<file path="config.mk">
export PLATFORM = sky130hd
export DESIGN_NAME = cmp_port_ctrl
export DESIGN_NICKNAME = d
export VERILOG_FILES = /design/src/rtl/cmp_port_pkg.sv /design/src/rtl/cmp_unit.sv /design/src/rtl/port_unit.sv /design/src/rtl/irq_unit.sv /design/src/rtl/cmp_port_ctrl.sv
export SDC_FILE = /design/constraint.sdc
export NUM_CORES = 1
export LEC_CHECK = 0
export BUFFER_PORTS_ARGS = -buffer_cell sky130_fd_sc_hd__buf_2
export CAP_MARGIN = 20
export CORE_MARGIN = 4
export CORE_UTILIZATION = 25
export CTS_BUF_LIST = sky130_fd_sc_hd__clkbuf_4 sky130_fd_sc_hd__clkbuf_8
export CTS_CLUSTER_DIAMETER = 80
export DETAILED_ROUTE_END_ITERATION = 16
export PLACE_DENSITY_LB_ADDON = 0.3
export SLEW_MARGIN = 10
export SYNTH_ARGS = -nofsm -noshare
export SYNTH_HDL_FRONTEND = slang
export SYNTH_SLANG_ARGS = --single-unit
</file>
<file path="constraint.sdc">
create_clock -name clk -period 4 [get_ports clk]
set_input_delay 0 -clock clk [delete_from_list [all_inputs] [get_ports clk]]
set_output_delay 0 -clock clk [all_outputs]
set_load 0.005 [all_outputs]
</file>
<file path="src/rtl/cmp_port_pkg.sv">
package cmp_port_pkg;
  localparam int PORT_W = 8;
  localparam int SET_W  = 6;
  localparam int TGL_W  = PORT_W - SET_W;
  localparam int NCMP   = 3;
  localparam int ADDR_W = 4;
  localparam int DATA_W = 8;

  localparam logic [ADDR_W-1:0] A_PORT  = 4'd6;
  localparam logic [ADDR_W-1:0] A_SETEN = 4'd7;
  localparam logic [ADDR_W-1:0] A_RTEN  = 4'd8;
  localparam logic [ADDR_W-1:0] A_FLAG  = 4'd9;

  // Next port value: software write forms the base, hardware actions own
  // their enabled bits; clear beats set, toggle inverts the present value.
  function automatic logic [PORT_W-1:0] port_next(
    input logic [PORT_W-1:0] cur,
    input logic              sw_wr,
    input logic [PORT_W-1:0] sw_val,
    input logic              hit_set,
    input logic              hit_clr,
    input logic              hit_tgl,
    input logic [PORT_W-1:0] set_en,
    input logic [PORT_W-1:0] rt_en
  );
    logic [PORT_W-1:0] base, set_m, clr_m, tgl_m, hw_m;
    base  = sw_wr ? sw_val : cur;
    set_m = hit_set ? {{TGL_W{1'b0}}, set_en[SET_W-1:0]} : '0;
    clr_m = hit_clr ? {{TGL_W{1'b0}}, rt_en[SET_W-1:0]} : '0;
    tgl_m = hit_tgl ? {rt_en[PORT_W-1:SET_W], {SET_W{1'b0}}} : '0;
    hw_m  = set_m | clr_m | tgl_m;
    return (base & ~hw_m) | (set_m & ~clr_m) | (tgl_m & ~cur);
  endfunction

  // Flag update: software clear mask first, new events on top.
  function automatic logic [NCMP-1:0] flag_next(
    input logic [NCMP-1:0] cur,
    input logic            clr_wr,
    input logic [NCMP-1:0] clr_mask,
    input logic [NCMP-1:0] hits
  );
    logic [NCMP-1:0] kept;
    kept = clr_wr ? (cur & ~clr_mask) : cur;
    return kept | hits;
  endfunction
endpackage

</file>
<file path="src/rtl/cmp_unit.sv">
module cmp_unit #(
  parameter int CNT_W = 16
) (
  input  logic             clk,
  input  logic             rst_n,
  input  logic [CNT_W-1:0] cnt_i,
  input  logic             wr_lo_i,
  input  logic             wr_hi_i,
  input  logic [7:0]       wdata_i,
  output logic [CNT_W-1:0] value_o,
  output logic             match_o
);
  localparam int HI_W = CNT_W - 8;

  logic [7:0]       stage_q;
  logic [CNT_W-1:0] cmp_q;
  logic             eq_now;
  logic             eq_q;

  assign eq_now  = (cnt_i == cmp_q);
  assign match_o = eq_now && !eq_q;
  assign value_o = cmp_q;

  always_ff @(posedge clk or negedge rst_n) begin
    if (!rst_n) begin
      stage_q <= '0;
      cmp_q   <= '0;
      eq_q    <= 1'b0;
    end else begin
      eq_q <= eq_now;
      if (wr_lo_i) stage_q <= wdata_i;
      if (wr_hi_i) cmp_q   <= {wdata_i[HI_W-1:0], stage_q};
    end
  end


  single_fire_chk: assert property (@(posedge clk) disable iff (!rst_n)
    match_o |=> !match_o);


  match_equal_chk: assert property (@(posedge clk) disable iff (!rst_n)
    match_o |-> (cnt_i == value_o));


  value_hold_chk: assert property (@(posedge clk) disable iff (!rst_n)
    !wr_hi_i |=> $stable(value_o));
endmodule

</file>
<file path="src/rtl/port_unit.sv">
module port_unit
  import cmp_port_pkg::*;
(
  input  logic              clk,
  input  logic              rst_n,
  input  logic              sw_wr_i,
  input  logic [PORT_W-1:0] sw_val_i,
  input  logic [NCMP-1:0]   hit_i,
  input  logic [PORT_W-1:0] set_en_i,
  input  logic [PORT_W-1:0] rt_en_i,
  output logic [PORT_W-1:0] port_o
);
  logic [PORT_W-1:0] port_q;
  logic [PORT_W-1:0] port_d;

  assign port_d = port_next(port_q, sw_wr_i, sw_val_i, hit_i[0], hit_i[1],
                            hit_i[2], set_en_i, rt_en_i);
  assign port_o = port_q;

  always_ff @(posedge clk or negedge rst_n) begin
    if (!rst_n) port_q <= '0;
    else        port_q <= port_d;
  end


  set_action_chk: assert property (@(posedge clk) disable iff (!rst_n)
    (hit_i[0] && !hit_i[1]) |=>
      ((port_q[SET_W-1:0] & $past(set_en_i[SET_W-1:0])) == $past(set_en_i[SET_W-1:0])));


  clr_action_chk: assert property (@(posedge clk) disable iff (!rst_n)
    hit_i[1] |=> ((port_q[SET_W-1:0] & $past(rt_en_i[SET_W-1:0])) == '0));


  set_only_bits_chk: assert property (@(posedge clk) disable iff (!rst_n)
    (hit_i[0] && hit_i[1]) |=>
      ((port_q[SET_W-1:0] & $past(set_en_i[SET_W-1:0] & ~rt_en_i[SET_W-1:0]))
        == $past(set_en_i[SET_W-1:0] & ~rt_en_i[SET_W-1:0])));


  toggle_action_chk: assert property (@(posedge clk) disable iff (!rst_n)
    hit_i[2] |=>
      ((port_q[PORT_W-1:SET_W] & $past(rt_en_i[PORT_W-1:SET_W]))
        == (~$past(port_q[PORT_W-1:SET_W]) & $past(rt_en_i[PORT_W-1:SET_W]))));


  sw_write_chk: assert property (@(posedge clk) disable iff (!rst_n)
    (sw_wr_i && hit_i == '0) |=> (port_q == $past(sw_val_i)));


  port_quiet_chk: assert property (@(posedge clk) disable iff (!rst_n)
    (!sw_wr_i && hit_i == '0) |=> $stable(port_q));
endmodule

</file>
<file path="src/rtl/irq_unit.sv">
module irq_unit
  import cmp_port_pkg::*;
(
  input  logic            clk,
  input  logic            rst_n,
  input  logic [NCMP-1:0] hit_i,
  input  logic            clr_wr_i,
  input  logic [NCMP-1:0] clr_mask_i,
  output logic [NCMP-1:0] flag_o
);
  logic [NCMP-1:0] flag_q;

  assign flag_o = flag_q;

  always_ff @(posedge clk or negedge rst_n) begin
    if (!rst_n) flag_q <= '0;
    else        flag_q <= flag_next(flag_q, clr_wr_i, clr_mask_i, hit_i);
  end


  flag_set_chk: assert property (@(posedge clk) disable iff (!rst_n)
    (hit_i != '0) |=> ((flag_q & $past(hit_i)) == $past(hit_i)));


  flag_sticky_chk: assert property (@(posedge clk) disable iff (!rst_n)
    !clr_wr_i |=> ((flag_q & $past(flag_q)) == $past(flag_q)));
endmodule

</file>
<file path="src/rtl/cmp_port_ctrl.sv">
module cmp_port_ctrl
  import cmp_port_pkg::*;
#(
  parameter int CNT_W = 16
) (
  input  logic              clk,
  input  logic              rst_n,
  input  logic [CNT_W-1:0]  count_i,
  input  logic              wr_en_i,
  input  logic [ADDR_W-1:0] wr_addr_i,
  input  logic [DATA_W-1:0] wr_data_i,
  input  logic [ADDR_W-1:0] rd_addr_i,
  output logic [DATA_W-1:0] rd_data_o,
  output logic [PORT_W-1:0] port_o,
  output logic [NCMP-1:0]   irq_o
);
  logic [NCMP-1:0]   hit;
  logic [CNT_W-1:0]  cmp_val [NCMP];
  logic [SET_W-1:0]  set_en_q;
  logic [PORT_W-1:0] rt_en_q;
  logic [PORT_W-1:0] port_q;
  logic [NCMP-1:0]   flag_q;
  logic              port_wr;
  logic              flag_wr;

  assign port_wr = wr_en_i && (wr_addr_i == A_PORT);
  assign flag_wr = wr_en_i && (wr_addr_i == A_FLAG);

  for (genvar k = 0; k < NCMP; k++) begin : g_cmp
    logic wr_lo;
    logic wr_hi;
    assign wr_lo = wr_en_i && (wr_addr_i == ADDR_W'(2 * k));
    assign wr_hi = wr_en_i && (wr_addr_i == ADDR_W'(2 * k + 1));
    cmp_unit #(.CNT_W(CNT_W)) u_cmp (
      .clk     (clk),
      .rst_n   (rst_n),
      .cnt_i   (count_i),
      .wr_lo_i (wr_lo),
      .wr_hi_i (wr_hi),
      .wdata_i (wr_data_i),
      .value_o (cmp_val[k]),
      .match_o (hit[k])
    );
  end

  always_ff @(posedge clk or negedge rst_n) begin
    if (!rst_n) begin
      set_en_q <= '0;
      rt_en_q  <= '0;
    end else if (wr_en_i) begin
      if (wr_addr_i == A_SETEN) set_en_q <= wr_data_i[SET_W-1:0];
      if (wr_addr_i == A_RTEN)  rt_en_q  <= wr_data_i[PORT_W-1:0];
    end
  end

  port_unit u_port (
    .clk      (clk),
    .rst_n    (rst_n),
    .sw_wr_i  (port_wr),
    .sw_val_i (wr_data_i[PORT_W-1:0]),
    .hit_i    (hit),
    .set_en_i ({{TGL_W{1'b0}}, set_en_q}),
    .rt_en_i  (rt_en_q),
    .port_o   (port_q)
  );

  irq_unit u_irq (
    .clk        (clk),
    .rst_n      (rst_n),
    .hit_i      (hit),
    .clr_wr_i   (flag_wr),
    .clr_mask_i (wr_data_i[NCMP-1:0]),
    .flag_o     (flag_q)
  );

  always_comb begin
    rd_data_o = '0;
    case (rd_addr_i)
      A_PORT:  rd_data_o = DATA_W'(port_q);
      A_SETEN: rd_data_o = DATA_W'(set_en_q);
      A_RTEN:  rd_data_o = DATA_W'(rt_en_q);
      A_FLAG:  rd_data_o = DATA_W'(flag_q);
      default: rd_data_o = '0;
    endcase
    for (int k = 0; k < NCMP; k++) begin
      if (rd_addr_i == ADDR_W'(2 * k))     rd_data_o = cmp_val[k][7:0];
      if (rd_addr_i == ADDR_W'(2 * k + 1)) rd_data_o = DATA_W'(cmp_val[k][CNT_W-1:8]);
    end
  end

  assign port_o = port_q;
  assign irq_o  = flag_q;


  reset_state_chk: assert property (@(posedge clk)
    !rst_n |-> (port_q == '0 && flag_q == '0 && set_en_q == '0 && rt_en_q == '0));


  irq_follows_hit_chk: assert property (@(posedge clk) disable iff (!rst_n)
    (hit != '0) |=> (irq_o != '0));
endmodule

</file>
Word level (Yosys, flattened, before mapping)
Index checks and enable logic that the tools add are counted.
{ "word_totals": {"in_bits": 35, "reg_bits": 100, "mem_count": 0, "wordCells": 77, "ramBits": 0, "latchBits": 0, "mem_bits_ro": 0} }
{ "classes": {"n_eq_ne": 21, "mul": 0, "order_cmp": 0, "add_sub_neg": 0, "n_shift": 0, "muxes": 12, "reduce_logical": 18, "n_bitwise": 13, "n_div": 0} }
{ "op_table": {"columns": ["operator", "n"], "rows": [
  ["8-bit two-way mux", 8],
  ["16-bit equality test", 3],
  ["4-bit by 3-bit equality test with 1-bit output (second input constant)", 8],
  ["8-bit bitwise OR", 4],
  ["8-bit one-hot mux with 4 select lines", 1],
  ["8-bit bitwise AND", 3],
  ["8-bit inverter", 3],
  ["4-bit by 2-bit equality test with 1-bit output (second input constant)", 4],
  ["4-bit equality test (second input constant)", 4],
  ["6-bit two-way mux", 2],
  ["1-bit logical AND", 11],
  ["4-bit by 1-bit equality test with 1-bit output (second input constant)", 2],
  ["4-bit zero test", 2],
  ["2-bit AND reduction", 2],
  ["3-bit bitwise AND", 1],
  ["1-bit zero test", 3],
  ["3-bit two-way mux", 1],
  ["3-bit inverter", 1],
  ["3-bit bitwise OR", 1]
]} }

Depth between registers and ports, before layout
{ "depth": {"word_depth": 9, "depth_mapped": 7, "depth_no_buf": 5} }

Cells and area by module
Synthesis repeated with hierarchy kept, for this count alone.
{ "unflattened": {"hier_cells": 433, "hier_area_um2": 5258.8} }
{ "modules_own_cells": {"columns": ["mod", "cells_per_inst", "n_inst", "area_each_um2"], "rows": [
  ["cmp_unit", 74, 3, 1093.5],
  ["cmp_port_ctrl", 169, 1, 1482.7],
  ["port_unit", 33, 1, 386.6],
  ["irq_unit", 9, 1, 108.9]
]} }

Least setup slack after synthesis
Ideal clock, no wire load.
{ "synth_timing": {"kind": "flip-flop to flip-flop", "startpoint": "reg g_cmp[1].u_cmp.cmp_q[12]", "endpoint": "reg u_port.port_q[3], in the netlist u_port.port_o[3]", "required_ns": 3.870, "setup_slack_ns": 2.545, "setup_time_ns": 0.130, "stages_incl_launch_ff": 7, "arrival_ns": 1.325, "cell_sequence": "dfrtp_1 xnor2_1 nand4_1 nor4_2 and2b_1 buf_2 a22oi_2"} }
{ "synth_between": {"elab_chain_len": 9, "word_cells_on_any_way": 11} }
{ "synth_lines": {"columns": ["item", "line", "rtl"], "rows": [
  ["start, declared", "cmp_unit.sv:16", "logic [CNT_W-1:0] cmp_q;"],
  ["start signal, assigned", "cmp_unit.sv:32", "if (wr_hi_i) cmp_q <= {wdata_i[HI_W-1:0], stage_q};"],
  ["16-bit equality test *", "cmp_unit.sv:20", "assign eq_now = (cnt_i == cmp_q);"],
  ["via g_cmp[1].u_cmp.eq_now", "cmp_unit.sv:17", "logic eq_now;"],
  ["1-bit logical AND *", "cmp_unit.sv:21", "assign match_o = eq_now && !eq_q;"],
  ["6-bit two-way mux *", "cmp_port_pkg.sv:29", "clr_m = hit_clr ? {{TGL_W{1'b0}}, rt_en[SET_W-1:0]} : '0;"],
  ["8-bit bitwise OR (2 in a row)", "cmp_port_pkg.sv:31", "hw_m = set_m | clr_m | tgl_m;"],
  ["8-bit inverter", "cmp_port_pkg.sv:32", "return (base & ~hw_m) | (set_m & ~clr_m) | (tgl_m & ~cur);"],
  ["8-bit bitwise AND", "cmp_port_pkg.sv:32", null],
  ["8-bit bitwise OR * (2 in a row)", "cmp_port_pkg.sv:32", null],
  ["via u_port.port_d[3]", "port_unit.sv:14", "logic [PORT_W-1:0] port_d;"],
  ["end signal, assigned", "port_unit.sv:22", "else port_q <= port_d;"],
  ["end, declared", "port_unit.sv:13", "logic [PORT_W-1:0] port_q;"]
]} }
The timed path passes the listed nets; every way through them passes the cells marked *.
A chain may end at the register's enable or synchronous reset.

Worst setup path in the final report
{ "layout_timing": {"startpoint": "reg rt_en_q[5]", "endpoint": "out rd_data_o[5]"} }
{ "layout_between": {"elab_chain_len": 7} }
{ "layout_lines": {"columns": ["item", "line", "rtl"], "rows": [
  ["start, declared", "cmp_port_ctrl.sv:20", "logic [PORT_W-1:0] rt_en_q;"],
  ["start signal, assigned", "cmp_port_ctrl.sv:52", "if (wr_addr_i == A_RTEN) rt_en_q <= wr_data_i[PORT_W-1:0];"],
  ["8-bit one-hot mux with 4 select lines", "cmp_port_ctrl.sv:78", "case (rd_addr_i)"],
  ["8-bit two-way mux", "cmp_port_ctrl.sv:86", "if (rd_addr_i == ADDR_W'(2 * k)) rd_data_o = cmp_val[k][7:0];"],
  ["8-bit two-way mux", "cmp_port_ctrl.sv:87", "if (rd_addr_i == ADDR_W'(2 * k + 1)) rd_data_o = DATA_W'(cmp_val[k][CNT_W-1:8]);"],
  ["8-bit two-way mux", "cmp_port_ctrl.sv:86", null],
  ["8-bit two-way mux", "cmp_port_ctrl.sv:87", null],
  ["8-bit two-way mux", "cmp_port_ctrl.sv:86", null],
  ["8-bit two-way mux", "cmp_port_ctrl.sv:87", null],
  ["end, declared", "cmp_port_ctrl.sv:13", "output logic [DATA_W-1:0] rd_data_o,"]
]} }
No other way between the ends.

==> out/metrics.cfg <==
[worst_setup_path]
slowest_delay_ns=0.44
timing.rr.start=g_cmp[0].u_cmp.value_o[7]$_DFFE_PN0P_
worstReg2RegEnd=u_port.port_o[1]$_DFF_PN0_
critPathMaxFanout=3
rr_worst_depth=5
cp-end-kind=output pin
cp.arrival_ns=2.03
crit_required_ns=4.00
crit_family=compound AO/OA/AOI/OAI gates
path_depth=6
cp-start-kind=flop
criticalPathCategory=reg2out
crit_slowest_cell=a2111oi_0
path_buf_inv=1
path_cells=nand2b_1, a2111oi_0, o22ai_1, a2bb2o_1, o21ai_1, buf_2
ff2ff_setup_slack_ns=2.15

[layout]
n_antenna_cell=0
area_growth_pct=14.0
layout.nets=527
fin_util=0.293
layout_commonest_cell=dfrtp_1
n_fill_cell=2174
layout_common_cells=dfrtp_1, mux2_2, buf_2
final_area_um2=5980
finish.cell_count_without_fillers=766
drive_gt1_frac=0.337

[placed_design]
dp.cells=746
gp_congestion=0.894
place_area_um2=5760
numPortBuffers=53
hpwlAfterDp_mm=11.4

[global_route]
grt_pass1_wl_mm=24.0
antenna_found_initial=0
use_met1=0.190
track_usage=0.133
grt_max_degree=63
gr-total-overflow=0
globalRouteMet3Util=0.0348
grt_pass1_vias=3962
use_met2=0.203
busiest_layer=met2

[logic_synthesis]
syn-num-nets=477
async_reset_ff_frac=1.00
synth.avg_cell_area_um2=11.9
synthAdderAreaFrac=0
yosys_warnings=0
ys_seq_area_frac=0.477
syn_area_um2=5240
synth-compound-area-share=0.0954
synth_simple_gate_area_frac=0.100
synth_top_family_by_area=multiplexers
synthCells=442
ys_types=50
synth_ff_type=dfrtp_1
synth-edff-count=0
ys_ff_latch=100
synth-xor-area-share=0.0802
synth_mux_area_frac=0.220

[sta]
period_share=0.507
rsz0062_at_grt=false
tightest_slew_ns=1.04
setup_tns_ns=0
slew_violations=0
hold_slack_ns=0.0123
finalCriticalPeriod_ns=2.03
max_slew_margin=0.306
setup_viol=0
fin_skew_ns=0.0119
fmax_mhz=493
hold_viol_final=0

[drt]
dr.pass1.iters=5
num_vias=3758
drc=0
avgViaCountPerCell=4.91
routed_wl_mm=15.3
routedWlPerCell_um=19.9
first_iter_violations=193
postRouteAntennaNets=0

[min_path]
min_from=wr_data_i[3]
whs_endpoint=g_cmp[2].u_cmp.stage_q[3]$_DFFE_PN0P_
hold_depth=2
hold_path_class=in2reg

[run]
drv_cap=0

[floorplan]
num_io_pins=54
start_util=0.257
rows=52
coreArea_um2=20400
dieWidth_um=153
dieArea_um2=23400
fp.dieH_um=153

[cts]
clock_latency_ns=0.39
cts_resized=0
cts_buffers=9
cts_tree=done
cts_num_sinks=100
max-clock-path-buffers=2
cts-htree-levels=3
root_buffer=clkbuf_8
clkTransAtPathRegs_ns=0.09

[pwr]
vdd_drop_max_mv=0.161
leakagePower_nw=2.50
p_per_area_nw_per_um2=450

[outcome]
outcome=completed

[layer usage]
| metal | wire [µm] | part of all wire | up-vias |
|---|---|---|---|
| met3 | 824 | 0.054 | 20 |
| met2 | 6750 | 0.44 | 116 |
| met4 | 215 | 0.014 | 0 |
| met5 | 0 | 0 | - |
| met1 | 7470 | 0.49 | 1933 |
| li1 | - | - | 1689 |
[state kept, by name, summed over array words and instances, names as in the netlist, named ones only]
| register | cells |
|---|---|
| g_cmp.u_cmp.stage_q | 24 |
| u_irq.flag_o | 3 |
| rt_en_q | 8 |
| u_port.port_o | 6 |
| g_cmp.u_cmp.value_o | 48 |
| set_en_q | 6 |
| g_cmp.u_cmp.eq_q | 3 |
[worst max-delay path by stage]
stage,start,endpoint,slack (ns)
6_report,rt_en_q[5]$_DFFE_PN0P_,rd_data_o[5],1.97
2_1_floorplan,g_cmp[1].u_cmp.value_o[12]$_DFFE_PN0P_,u_port.port_o[3]$_DFF_PN0_,2.54
3_5_place_dp,rd_addr_i[0],rd_data_o[6],2.05
4_1_cts,rt_en_q[5]$_DFFE_PN0P_,rd_data_o[5],1.91
5_1_grt,rt_en_q[5]$_DFFE_PN0P_,rd_data_o[5],1.79
3_3_place_gp,rd_addr_i[0],rd_data_o[6],2.00
[cell families after synthesis]
family                    count (synthesis)
muxes                                   105
DFF                                     100
and+or+nand+nor                          91
AOI/OAI and AO/OA                        68
xor gates and xnor gates                 48
buffers and inverters                    30
[Yosys cell counts, types with 2 or more instances]
master,number,area share
a21oi_1,9,0.0086
a22o_1,4,0.0067
a22oi_1,4,0.0057
a22oi_2,6,0.014
a2bb2o_1,2,0.0038
a2bb2oi_1,4,0.0067
a31oi_1,2,0.0024
buf_1,3,0.0021
buf_2,14,0.013
clkbuf_1,2,0.0014
dfrtp_1,100,0.48
inv_1,8,0.0057
mux2_2,81,0.17
mux2i_1,24,0.046
nand2_1,20,0.014
nand2b_1,11,0.013
nand3_1,9,0.0086
nand3b_1,5,0.0072
nand4_1,12,0.014
nor2_1,13,0.0093
nor2b_1,7,0.0084
nor3_1,3,0.0029
nor4_4,2,0.0081
o21a_1,2,0.0029
o21ai_0,18,0.017
o21ai_1,2,0.0019
o221ai_1,3,0.0050
o22ai_1,3,0.0036
xnor2_1,48,0.080
[report_power, final]
| part | total (mW) | switching (mW) | leakage [nW] | internal [mW] |
|---|---|---|---|---|
| Combinational | 0.649 | 0.286 | 1.16 | 0.363 |
| Clock | 0.579 | 0.353 | 0.0813 | 0.226 |
| Sequential | 1.46 | 0.219 | 1.26 | 1.24 |
[per-stage QoR]
stage                     power, mW  setup WS [ns]
after floorplan                1.87           2.54
after global placement         2.11           2.00
after CTS                      2.72           1.91
after detailed placement       2.13           2.05
final                          2.69           1.97
after global routing           2.85           1.79
[final cells by class]
type                    instances  area, µm²  share of cell area
flip-flops and latches        100       2500               0.419
well taps                     270        338              0.0565
multi-input cells             312       2600               0.436
clock buffers                  10        131              0.0220
repair buffers                 61        340              0.0570
clock inverters                 5       30.0             0.00503
inverters                       8       30.0             0.00503
[timing repair]
item,4_1_cts,5_1_grt
buffers inserted,0,0
hold endpoints to repair,74,0
hold buffers,5,0
(Power assumes the default switching activity.)
